File: src/rtl/daisy_pkg.sv
package daisy_pkg;
  localparam int DEFAULT_MASTERS = 4;

  typedef enum logic {
    ARB_FREE = 1'b0,
    ARB_HELD = 1'b1
  } arb_state_t;
endpackage

File: src/rtl/req_wire_or.sv
module req_wire_or #(
  parameter int N_MASTERS = 4
) (
  input  logic [N_MASTERS-1:0] req,
  output logic                 shared_req
);
  // Logical model of the open-collector shared request line
  assign shared_req = |req;
endmodule

File: src/rtl/chain_cell.sv
module chain_cell (
  input  logic clk,
  input  logic rst,
  input  logic grant_in,
  input  logic req,
  output logic grant_out,
  output logic own,
  output logic own_nxt
);
  // A requesting cell absorbs the grant; otherwise it passes it on
  assign grant_out = grant_in & ~req;
  assign own_nxt   = own ? req : (grant_in & req);

  always_ff @(posedge clk) begin
    if (rst) own <= 1'b0;
    else     own <= own_nxt;
  end
endmodule

File: src/rtl/chain_ctrl.sv
module chain_ctrl
  import daisy_pkg::*;
#(
  parameter int N_MASTERS = 4
) (
  input  logic                 clk,
  input  logic                 rst,
  input  logic                 shared_req,
  input  logic [N_MASTERS-1:0] own_nxt,
  output logic                 chain_head,
  output logic                 busy
);
  arb_state_t state_q, state_d;

  assign chain_head = shared_req & (state_q == ARB_FREE);
  assign state_d    = (|own_nxt) ? ARB_HELD : ARB_FREE;
  assign busy       = (state_q == ARB_HELD);

  always_ff @(posedge clk) begin
    if (rst) state_q <= ARB_FREE;
    else     state_q <= state_d;
  end
endmodule

File: src/rtl/daisy_arbiter.sv
module daisy_arbiter
  import daisy_pkg::*;
#(
  parameter int N_MASTERS = DEFAULT_MASTERS
) (
  input  logic                 clk,
  input  logic                 rst,
  input  logic [N_MASTERS-1:0] req,
  output logic [N_MASTERS-1:0] gnt,
  output logic                 busy
);
  logic                 shared_req;
  logic                 chain_head;
  logic [N_MASTERS:0]   ripple;
  logic [N_MASTERS-1:0] own_nxt;

  req_wire_or #(.N_MASTERS(N_MASTERS)) u_or (
    .req        (req),
    .shared_req (shared_req)
  );

  chain_ctrl #(.N_MASTERS(N_MASTERS)) u_ctrl (
    .clk        (clk),
    .rst        (rst),
    .shared_req (shared_req),
    .own_nxt    (own_nxt),
    .chain_head (chain_head),
    .busy       (busy)
  );

  assign ripple[0] = chain_head;

  for (genvar i = 0; i < N_MASTERS; i++) begin : g_cell
    chain_cell u_cell (
      .clk       (clk),
      .rst       (rst),
      .grant_in  (ripple[i]),
      .req       (req[i]),
      .grant_out (ripple[i+1]),
      .own       (gnt[i]),
      .own_nxt   (own_nxt[i])
    );
  end
endmodule

File: config.mk
export PLATFORM = sky130hd
export DESIGN_NAME = daisy_arbiter
export DESIGN_NICKNAME = d
export VERILOG_FILES = /design/src/rtl/daisy_pkg.sv /design/src/rtl/req_wire_or.sv /design/src/rtl/chain_cell.sv /design/src/rtl/chain_ctrl.sv /design/src/rtl/daisy_arbiter.sv
export SDC_FILE = /design/constraint.sdc
export NUM_CORES = 1
export LEC_CHECK = 0
export ABC_AREA = 0
export BUFFER_PORTS_ARGS = -buffer_cell sky130_fd_sc_hd__buf_2
export CORE_AREA = 2 2 39 41
export CTS_CLUSTER_SIZE = 14
export DETAILED_ROUTE_END_ITERATION = 8
export DIE_AREA = 0 0 41 43
export GPL_TIMING_DRIVEN = 0
export SKIP_LAST_GASP = 1
export SYNTH_ARGS = -nofsm -noshare
export SYNTH_HDL_FRONTEND = slang
export SYNTH_SLANG_ARGS = --single-unit
File: constraint.sdc
create_clock -name clk -period 2.9 [get_ports clk]
set_clock_uncertainty 0.1 [all_clocks]
set_input_delay 0.145 -clock clk [delete_from_list [all_inputs] [get_ports clk]]
set_output_delay 0.145 -clock clk [all_outputs]
set_load 0.005 [all_outputs]
==> qor.txt <==
Crit. End Element = register
Clk network pwr share = 46.0%
Sw Pwr = 0.0000413 W
Tcrit/Tclk final = 37.4%
die area = 1760 um2
Die X = 41 um
crit path time final = 1.09 ns
Worst Setup Path Type = reg2reg
drt drc = 0
final setup TNS = 0 ns
grt ovf = 0
sequential share of power = 42.8%
Ys Warns = 0
first-pass GRT wire length = 600 um
ys flop type = dfxtp_1
syn nets = 29
Yosys top cell area share = 48.5%
post-synthesis register bit count = 5
number of synthesized flops with an enable pin = 0
worst-skew pair later-pin latency = 0.24 ns
post-layout util = 21.9%
Synth Area per Inst = 8.98 um2
relative slew slack = 82.2%
Worst-path clk slew = 0.04 ns
global-route usage over all layers = 5.82%
Worst EP arrival = 1.09 ns
DR iter-0 viols = 1
clock buffer count from CTS = 3
PortBufs = 10
Final Max Tran Viols = 0
P_leak = 0.144 nW
PnR worst setup slack = 1.81 ns
placed instance area = 277 um2
crit-path max FO = 5
vias = 193
postcts setup bufs = 0
Starting Density = 14.9%
Boundary Pins = 11
register area share after synthesis = 48.5%
# setup viols final = 0
f_max = 921 MHz
CTS tree = done
dpl ws = 1.84 ns
FP Rows = 14
Final GP Congestion = 0.587
fill count = 170
pin count of the biggest net entering global routing = 6
initial antenna violation count = 0
post_cts resized = 0
asr flop ratio synth = 0%
# nets final = 44
Worst Hold Class = in2reg
Synth area leader = dfxtp_1
VDD IR max = 0.000106 V
vias per cell = 3.64
clock sinks = 5
# hold bufs at CTS = 0
status = complete, no violations
Clock Tree Root = clkbuf_4
RSZ-0062 raised after global routing = no
Logic pwr share = 11.2%
vias in the first global route = 166
commonest cells in the netlist = dfxtp_1, nor2_1, buf_4
Critical Path Source Type = register
Routed WL = 433 um
slew of the pin with the lowest slew margin = 0.264 ns
WL/cell = 8.17 um
Mapped Area = 206 um2
Area Overhead vs Synth = 46.7%
Final Hold Viols = 0
drt first pass iters = 2
max_cap viols = 0
core box area = 1380 um2
Mapped Cells = 23
Area contributors post-synth = dfxtp_1, buf_4, nor2_1
chip height = 43 um
Worst Path Required = 2.91 ns
clk buf depth = 2
# H-tree levels = 1
n_diodes = 0
internal power = 0.000136 W
PD cells = 584 nW/um2
share of cells above drive strength 1 = 48.6%
sw frac = 23.3%
Post-DRT Antenna Nets = 0
Synth cell types = 10
HPWL after DPL = 339 um
Design Area, Final = 303 um2
## power groups by stage
stage / combinational (W) / sequential, W / clock, W
3_3_place_gp: 0.0000196 / 0.0000770 / 0
2_1_floorplan: 0.00000986 / 0.0000766 / 0
5_1_grt: 0.0000220 / 0.0000761 / 0.0000910
4_1_cts: 0.0000200 / 0.0000757 / 0.0000862
6_report: 0.0000199 / 0.0000757 / 0.0000813
3_5_place_dp: 0.0000200 / 0.0000769 / 0
## critical path: stages (launching register included)
cell and delay (ns):
dfxtp_1 0.40, inv_1 0.07, o21ai_0 0.24, a41oi_1 0.14
## worst paths after layout
kind | from | end | slack, ns | cells after the start
max | u_ctrl.busy | u_ctrl.busy | 1.81 | 3
min | rst | g_cell[0].u_cell.own | 0.03 | 2
max reg2reg | u_ctrl.busy | u_ctrl.busy | 1.81 | 3
min reg2reg | g_cell[1].u_cell.own | g_cell[1].u_cell.own | 0.41 | 2
## area by class of cell
| cell class | count | area, um2 | share of cell area, % |
|---|---|---|---|
| Clock buffer | 4 | 26.3 | 8.68 |
| Tap cell | 16 | 20.0 | 6.61 |
| Multi-Input combinational cell | 13 | 72.6 | 24.0 |
| Buffer | 4 | 30.0 | 9.92 |
| Sequential cell | 5 | 100 | 33.1 |
| Timing Repair Buffer | 10 | 50.0 | 16.5 |
| Inverter | 1 | 3.75 | 1.24 |
## cells in the final DEF (no fill, tap or decap)
master / Yosys / final
nor4_2: 1 / 1
dfxtp_1: 5 / 5
clkbuf_1: 0 / 1
a41oi_1: 1 / 1
nor2_1: 5 / 5
clkbuf_4: 0 / 3
nor3b_1: 1 / 1
o21ai_0: 3 / 3
inv_1: 1 / 1
buf_2: 0 / 10
o21ai_1: 1 / 1
nor3_1: 1 / 1
buf_4: 4 / 4
## stage by stage
stage               total power (W)  instances  hold slack, ns
floorplan                 0.0000865         23           0.117
finish                     0.000177         53          0.0292
CTS                        0.000182         53          0.0195
global route               0.000189         53          0.0246
global placement          0.0000966         49           0.275
detailed placement        0.0000969         49           0.281
## kinds of logic (layout without fill, tap and decap cells)
group,after synthesis,count (layout),share of synthesized area (%)
compound gates,5,5,13.9
buf+inv,5,19,16.4
simple gates,8,8,21.2
flops,5,5,48.5
## flip-flops by register name, indices dropped and copies added (netlist names)
name,flops
g_cell.u_cell.own,4
u_ctrl.busy,1
## metal layers
| metal | vias to the layer above | track usage (%) | routed length [um] |
|---|---|---|---|
| met1 | 79 | 6.73 | 189 |
| li1 | 102 | - | - |
| met4 | 0 | 8.00 | 16 |
| met5 | - | 0 | 0 |
| met3 | 2 | 3.14 | 52 |
| met2 | 10 | 5.94 | 174 |
No activity file was read; power rests on OpenSTA's default activity.
